`src/rtl/sysctl_pkg.sv`:
```
package sysctl_pkg;

  localparam int unsigned W_IDENT   = 0;
  localparam int unsigned W_OSC     = 2;
  localparam int unsigned W_CTRL    = 3;
  localparam int unsigned W_STATUS  = 4;
  localparam int unsigned W_KEY     = 5;
  localparam int unsigned W_AUXOSC  = 7;
  localparam int unsigned W_MEMCFG  = 8;
  localparam int unsigned W_INIT    = 9;
  localparam int unsigned W_COUNT   = 10;
  localparam int unsigned W_FLG_SET = 12;
  localparam int unsigned W_FLG_CLR = 13;
  localparam int unsigned W_NVF_SET = 14;
  localparam int unsigned W_NVF_CLR = 15;
  localparam int unsigned W_TABLE   = 32'h40;

  localparam logic [31:0] IDENT_VAL  = 32'h411A_3001;
  localparam logic [31:0] STATUS_VAL = 32'h0010_0000;
  localparam logic [15:0] UNLOCK_KEY = 16'hA05F;
  localparam logic [31:0] KEY_OPEN_RD = {15'b0, 1'b1, UNLOCK_KEY};

  localparam logic [31:0] OSC_RST    = 32'h0100_0048;
  localparam logic [31:0] AUXOSC_RST = 32'h0007_FEFF;
  localparam logic [31:0] MEMCFG_RST = 32'h0001_1122;
  localparam logic [31:0] INIT_RST   = 32'h0000_0112;

  function automatic logic [31:0] size_code(input int mb);
    if (mb >= 256)      return 32'h10;
    else if (mb >= 128) return 32'h0C;
    else if (mb >= 64)  return 32'h08;
    else if (mb >= 32)  return 32'h04;
    else                return 32'h00;
  endfunction

endpackage

```
`src/rtl/sysctl_flagword.sv`:
```
module sysctl_flagword #(
  parameter int W = 32
) (
  input  logic         clk,
  input  logic         rst,
  input  logic         set_stb,
  input  logic         clr_stb,
  input  logic [W-1:0] wdata,
  output logic [W-1:0] q
);
  always_ff @(posedge clk) begin
    if (rst)          q <= '0;
    else if (set_stb) q <= q | wdata;
    else if (clr_stb) q <= q & ~wdata;
  end

  // Shared by both flag words: R7 and R8
  assert_flag_set_R7: assert property (@(posedge clk) disable iff (rst)
    set_stb |=> ((q & $past(wdata)) == $past(wdata)));
  assert_flag_clr_R8: assert property (@(posedge clk) disable iff (rst)
    (clr_stb && !set_stb) |=> ((q & $past(wdata)) == '0));
endmodule

```
`src/rtl/sysctl_refcount.sv`:
```
module sysctl_refcount #(
  parameter int W = 32
) (
  input  logic         clk,
  input  logic         rst,
  input  logic         tick,
  output logic [W-1:0] cnt
);
  always_ff @(posedge clk) begin
    if (rst)       cnt <= '0;
    else if (tick) cnt <= cnt + 1'b1;
  end

  assert_count_step_R9: assert property (@(posedge clk) disable iff (rst)
    tick |=> (cnt == $past(cnt) + 1'b1));
  assert_count_hold_R9: assert property (@(posedge clk) disable iff (rst)
    !tick |=> $stable(cnt));
endmodule

```
`src/rtl/sysctl_memdesc.sv`:
```
module sysctl_memdesc #(
  parameter int DEPTH = 32,
  localparam int IW = $clog2(DEPTH)
) (
  input  logic [IW-1:0] idx,
  output logic [7:0]    data
);
  localparam logic [87:0] LABEL = "SYSCTL-DIMM";
  localparam int LABEL_OFF = 9;
  localparam int LABEL_LEN = 11;

  function automatic logic [7:0] entry(input int i);
    if (i >= LABEL_OFF && i < LABEL_OFF + LABEL_LEN)
      return LABEL[8*(LABEL_LEN-1-(i-LABEL_OFF)) +: 8];
    return 8'h00;
  endfunction

  always_comb data = entry(int'(idx));
endmodule

```
`src/rtl/sysctl_bank.sv`:
```
module sysctl_bank
  import sysctl_pkg::*;
#(
  parameter int ADDR_W    = 8,
  parameter int MEM_MB    = 128,
  parameter int CNT_W     = 32,
  parameter int TBL_DEPTH = 32
) (
  input  logic              clk,
  input  logic              rst,
  input  logic [ADDR_W-1:0] bus_addr,
  input  logic              bus_wr,
  input  logic [31:0]       bus_wdata,
  output logic [31:0]       bus_rdata,
  input  logic              tick_en,
  output logic              reset_req,
  output logic              remap
);
  localparam int TBL_IW = $clog2(TBL_DEPTH);
  localparam logic [31:0] MEMCFG_INIT = MEMCFG_RST | size_code(MEM_MB);

  logic [31:0] word_idx;
  logic [31:0] osc_q, aux_q, memcfg_q, init_q, flg_q, nvf_q;
  logic [15:0] key_q;
  logic        ctrl0_q;
  logic [CNT_W-1:0] cnt_q;
  logic [7:0]  tbl_byte;
  logic        key_open, in_table;
  logic [31:0] rd_next;

  assign word_idx = 32'(bus_addr);
  assign key_open = (key_q == UNLOCK_KEY);
  assign in_table = (word_idx >= W_TABLE) && (word_idx < W_TABLE + TBL_DEPTH);

  sysctl_flagword #(.W(32)) u_flags (
    .clk(clk), .rst(rst),
    .set_stb(bus_wr && word_idx == W_FLG_SET),
    .clr_stb(bus_wr && word_idx == W_FLG_CLR),
    .wdata(bus_wdata), .q(flg_q));

  sysctl_flagword #(.W(32)) u_nvflags (
    .clk(clk), .rst(rst),
    .set_stb(bus_wr && word_idx == W_NVF_SET),
    .clr_stb(bus_wr && word_idx == W_NVF_CLR),
    .wdata(bus_wdata), .q(nvf_q));

  sysctl_refcount #(.W(CNT_W)) u_count (
    .clk(clk), .rst(rst), .tick(tick_en), .cnt(cnt_q));

  sysctl_memdesc #(.DEPTH(TBL_DEPTH)) u_table (
    .idx(bus_addr[TBL_IW-1:0]), .data(tbl_byte));

  assign reset_req = !rst && bus_wr && (word_idx == W_CTRL) && bus_wdata[3];

  always_ff @(posedge clk) begin
    if (rst) begin
      osc_q    <= OSC_RST;
      aux_q    <= AUXOSC_RST;
      memcfg_q <= MEMCFG_INIT;
      init_q   <= INIT_RST;
      key_q    <= '0;
      ctrl0_q  <= 1'b0;
      remap    <= 1'b0;
    end else if (bus_wr) begin
      case (word_idx)
        W_OSC:    if (key_open) osc_q <= bus_wdata;
        W_AUXOSC: if (key_open) aux_q <= bus_wdata;
        W_CTRL: begin
          ctrl0_q <= bus_wdata[0];
          remap   <= bus_wdata[2];
        end
        W_KEY:    key_q    <= bus_wdata[15:0];
        W_MEMCFG: memcfg_q <= bus_wdata;
        W_INIT:   init_q   <= bus_wdata;
        default: ;
      endcase
    end
  end

  always_comb begin
    rd_next = '0;
    if (in_table) rd_next = {24'b0, tbl_byte};
    else begin
      case (word_idx)
        W_IDENT:   rd_next = IDENT_VAL;
        W_STATUS:  rd_next = STATUS_VAL;
        W_OSC:     rd_next = osc_q;
        W_AUXOSC:  rd_next = aux_q;
        W_CTRL:    rd_next = {29'b0, remap, 1'b0, ctrl0_q};
        W_KEY:     rd_next = key_open ? KEY_OPEN_RD : {16'b0, key_q};
        W_MEMCFG:  rd_next = memcfg_q;
        W_INIT:    rd_next = init_q;
        W_COUNT:   rd_next = 32'(cnt_q);
        W_FLG_SET: rd_next = flg_q;
        W_NVF_SET: rd_next = nvf_q;
        default:   rd_next = '0;
      endcase
    end
  end

  always_ff @(posedge clk) begin
    if (rst) bus_rdata <= '0;
    else     bus_rdata <= rd_next;
  end

  assert_osc_locked_R4: assert property (@(posedge clk) disable iff (rst)
    (bus_wr && word_idx == W_OSC && key_q != UNLOCK_KEY) |=> $stable(osc_q));
  assert_aux_locked_R4: assert property (@(posedge clk) disable iff (rst)
    (bus_wr && word_idx == W_AUXOSC && key_q != UNLOCK_KEY) |=> $stable(aux_q));
  assert_key_read_R3: assert property (@(posedge clk) disable iff (rst)
    (word_idx == W_KEY && key_q == UNLOCK_KEY) |=> (bus_rdata == KEY_OPEN_RD));
  assert_trigger_reads_zero_R5: assert property (@(posedge clk) disable iff (rst)
    (word_idx == W_CTRL) |=> !bus_rdata[3]);
  assert_remap_follows_R6: assert property (@(posedge clk) disable iff (rst)
    reset_req |=> (remap == $past(bus_wdata[2])));
  assert_high_words_zero_R12: assert property (@(posedge clk) disable iff (rst)
    (word_idx >= 32'h80) |=> (bus_rdata == '0));
endmodule

```
`config.mk`:
```
export PLATFORM = sky130hd
export DESIGN_NAME = sysctl_bank
export DESIGN_NICKNAME = d
export VERILOG_FILES = /design/src/rtl/sysctl_pkg.sv /design/src/rtl/sysctl_flagword.sv /design/src/rtl/sysctl_refcount.sv /design/src/rtl/sysctl_memdesc.sv /design/src/rtl/sysctl_bank.sv
export SDC_FILE = /design/constraint.sdc
export NUM_CORES = 1
export LEC_CHECK = 0
export BUFFER_PORTS_ARGS = -buffer_cell sky130_fd_sc_hd__buf_2
export CELL_PAD_IN_SITES_DETAIL_PLACEMENT = 1
export CELL_PAD_IN_SITES_GLOBAL_PLACEMENT = 2
export CORE_MARGIN = 8
export CORE_UTILIZATION = 39
export DETAILED_ROUTE_END_ITERATION = 7
export PLACE_DENSITY = 0.93
export RECOVER_POWER = 100
export SKIP_LAST_GASP = 1
export SLEW_MARGIN = 20
export SYNTH_ARGS = -nofsm -noshare
export SYNTH_HDL_FRONTEND = slang
export SYNTH_SLANG_ARGS = --single-unit
```
`constraint.sdc`:
```
create_clock -name clk -period 6.2 [get_ports clk]
set_input_delay 0.31 -clock clk [delete_from_list [all_inputs] [get_ports clk]]
set_output_delay 0.31 -clock clk [all_outputs]
set_load 0.02 [all_outputs]
```
==> results <==
- The largest fanout on the critical path is 45.
- The register area share after synthesis is 0.450.
- The via count of the routed design is 11700.
- The mapped netlist covers 0.0122 mm^2.
- The area inside the core boundary is ~0.03 mm^2.
- The number of buffers inserted by hold repair at cts is 0.
- The post-synth net total is 1616.
- The die covers 0.0372 mm^2.
- By instance count, the leading cell after synthesis is sky130_fd_sc_hd__nand2_1.
- Summed over all nets, the half-perimeter wirelength after detailed placement is 27200 um.
- The synthesized area per cell is 7.78 um^2.
- Across the VDD grid, the largest voltage drop is 0.000164 V.
- The maximum number of buffers from clock root to sink is 3.
- Gates resized during post-CTS repair numbered 0.
- Of the available clock period, the critical path in the final layout requires 0.736.
- The type of the setup path with the least slack is primary input to register.
- After detailed routing, the number of remaining DRC violations is 0.
- Data on the critical path arrives at its endpoint at 5010 ps.
- The final reports fail on max-capacitance violations, max-slew violations.
- The proportion of synthesized flip-flops having asynchronous set or reset is 0.
- STA classifies the critical path endpoint as a register.
- The number of cells on the worst hold path is 3.
- The count of cell types in the netlist is 67.
- OpenSTA, run right after detailed placement, puts the worst setup slack at 2530 ps.
- The vias per cell is 5.97.
- The number of setup buffers added after CTS is 0.
- Data on the critical path is required at its endpoint by 6640 ps.
- In the final design database the tool counted 1593 nets.
- The relative slew slack is -1.16.
- For the pin with the worst max-slew slack, the measured transition is 3230 ps.
- The final instance area is 0.0134 mm^2.
- The number of detailed-route iterations in the first pass is 7.
- The clock insertion delay at the later pin of the skew report is 560 ps.
- The growth of design area from synthesis to finish is 10.2%.
- The portion of synthesized cell area occupied by the leading cell type is 0.450.
- The residual overflow from global routing is 0.
- The library cell occupying the most area in the post-synthesis netlist is sky130_fd_sc_hd__dfxtp_1.
- The run finished, with violations left.
- The residual antenna-violating net count after detailed routing is 0.
- Routability-driven placement finished with a final weighted congestion of 0.837.
- The tree built by TritonCTS fans out to 274 sinks.
- The number of port buffers is between 70 and 80.
- The pin count of the biggest net entering global routing is 100.
- Clock-pin slew was measured on the worst setup and hold paths at 60 ps.
- The post-layout utilization of the core is 0.438.
- The flop and latch count out of synthesis is 274.
- Setup violations remaining at the end of the flow were counted as 0.
- By count the netlist is led by sky130_fd_sc_hd__nand2_1, sky130_fd_sc_hd__dfxtp_1, sky130_fd_sc_hd__a21oi_1.
- Power spread over the standard cell area amounts to 273 mW/mm^2.
- The starting density of the core is 0.398.
- Setup slack on the worst reg-to-reg path comes out at 2400 ps.
- The max capacitance violation total is 8.
- The initial antenna violation count is 1.
- The H-tree depth is 1.
- The worst path in the final design needs a cycle of between 4000 and 5000 ps, including I/O delays and setup.
- The clock root buffer master is sky130_fd_sc_hd__clkbuf_16.
- The maximum clock frequency is 219 MHz.
- The placed cell area is ~0.013 mm^2.
- The least setup slack across all paths after layout is around 1600 ps.
- The total routed wirelength is 43600 um.
- Counting tap cells, the placed design contains a total of roughly 1900 instances.
- Yosys attributes the largest share of cell area to sky130_fd_sc_hd__dfxtp_1, sky130_fd_sc_hd__nand2_1, sky130_fd_sc_hd__a21oi_1.
- The number of DRC violations after detailed-routing iteration 0 is 1047.
- The total global-route track usage is 0.230.
- The wire length of the first global-routing pass is 67900 um.
- The synthesized design contains 0 enable-type register cells.
- The number of warnings reported in the yosys synthesis log is 0.
- In this run the vertical extent of the chip is approximately 190 um.
- The average wire length per cell after detail routing is roughly 22 um.
- The synthesized instance count is 1567.
- The final number of max-transition violations was 346.
- The CTS buffer count is 30.
- The type of origin of the critical path is a primary input.
- In the final layout, the share of cells above drive strength 1 is 0.0833.
- In this run the static leakage power is 0.00425 uW.
- The final non-filler cell total is 1958.
- The path class of the tightest hold or removal check is primary input to register.
- The number of global-route vias before repair is 11800.
- TritonCTS built the clock tree.
- The final number of hold-violating endpoints is 0.
- The summed negative setup slack over all endpoints is 0 ps.
- Clock skew on the completed layout was measured at ~11 ps.
- The number of cells on the worst reg-to-reg path is 7.
- 78 I/O pins were placed.
- After floorplanning, the core was divided into 64 placement rows.
- The die is just under 200 um wide.
- Setup repair after global routing left no endpoint under its margin.
- The dominant register cell in the synthesized netlist is sky130_fd_sc_hd__dfxtp_1.
==> final timing paths <==
check	start	endpoint
max reg2reg	key_q[15]	osc_q[28]
min reg2reg	osc_q[12]	osc_q[12]
min	bus_wdata[31]	memcfg_q[31]
max	bus_addr[3]	osc_q[28]
==> stage by stage <==
stage / hold WS (ps) / power (uW)
floorplan: 431 / 1920
global placement: 437 / 1970
detailed placement: 446 / 1970
CTS: 53.2 / 3690
global route: 72.0 / 3780
finish: 73.9 / 3670
==> kinds of logic (layout without fill, tap and decap cells) <==
logic type / Yosys count / after routing / share of synthesized area
other: 0 / 1 / 0
DFF: 274 / 274 / 0.450
adders and majority gates: 5 / 5 / 0.00513
and+or+nand+nor: 693 / 693 / 0.256
AOI/OAI and AO/OA: 395 / 395 / 0.204
buffers and inverters: 165 / 159 / 0.0595
xor gates and xnor gates: 27 / 27 / 0.0194
muxes: 8 / 8 / 0.00667
==> metal layers <==
layer / global-route usage / vias to the layer above / part of all wire
met5: 0 / - / 0
met4: 0.0793 / 0 / 0.028
met3: 0.0309 / 82 / 0.059
met2: 0.373 / 349 / 0.47
met1: 0.311 / 5871 / 0.45
li1: - / 5397 / -
==> cell usage in the layout, fill, tap and decap left out, types with 10 or more instances in the layout <==
cell,instances
sky130_fd_sc_hd__a222oi_1,16
sky130_fd_sc_hd__clkbuf_1,47
sky130_fd_sc_hd__buf_2,41
sky130_fd_sc_hd__buf_4,15
sky130_fd_sc_hd__nand3_1,106
sky130_fd_sc_hd__a22oi_1,70
sky130_fd_sc_hd__inv_1,10
sky130_fd_sc_hd__o21ai_0,31
sky130_fd_sc_hd__nor2_1,47
sky130_fd_sc_hd__xor2_1,18
sky130_fd_sc_hd__nand2_1,426
sky130_fd_sc_hd__clkbuf_16,31
sky130_fd_sc_hd__nand4_1,13
sky130_fd_sc_hd__a31oi_1,23
sky130_fd_sc_hd__dfxtp_1,274
sky130_fd_sc_hd__a21oi_1,197
sky130_fd_sc_hd__nand3b_1,31
sky130_fd_sc_hd__nand2_2,10
==> power breakdown <==
| group | internal (uW) | total (uW) | switching (uW) | leakage (uW) |
|---|---|---|---|---|
| Clock | 1010 | 1740 | 722 | 0.000466 |
| Sequential | 1760 | 1770 | 2.94 | 0.00221 |
| Combinational | 40.7 | 167 | 127 | 0.00157 |
| Total | 2820 | 3670 | 852 | 0.00425 |
==> cell type report <==
class | count | area (um^2)
Fill cell | 3770 | 17200
Multi-Input combinational cell | 1128 | 5990
Sequential cell | 274 | 5490
Clock buffer | 43 | 881
Tap cell | 396 | 495
Timing Repair Buffer | 100 | 493
Clock inverter | 6 | 55.1
Inverter | 10 | 37.5
Antenna cell | 1 | 2.50
==> worst max-delay path: stages <==
cell,delay [ps]
sky130_fd_sc_hd__buf_2,100
sky130_fd_sc_hd__clkbuf_1,1590
sky130_fd_sc_hd__nor2_1,490
sky130_fd_sc_hd__and3_1,450
sky130_fd_sc_hd__nand2_1,470
sky130_fd_sc_hd__clkbuf_1,1180
sky130_fd_sc_hd__nand2_1,200
sky130_fd_sc_hd__a21oi_1,200
Power figures use the tool's default switching activity.
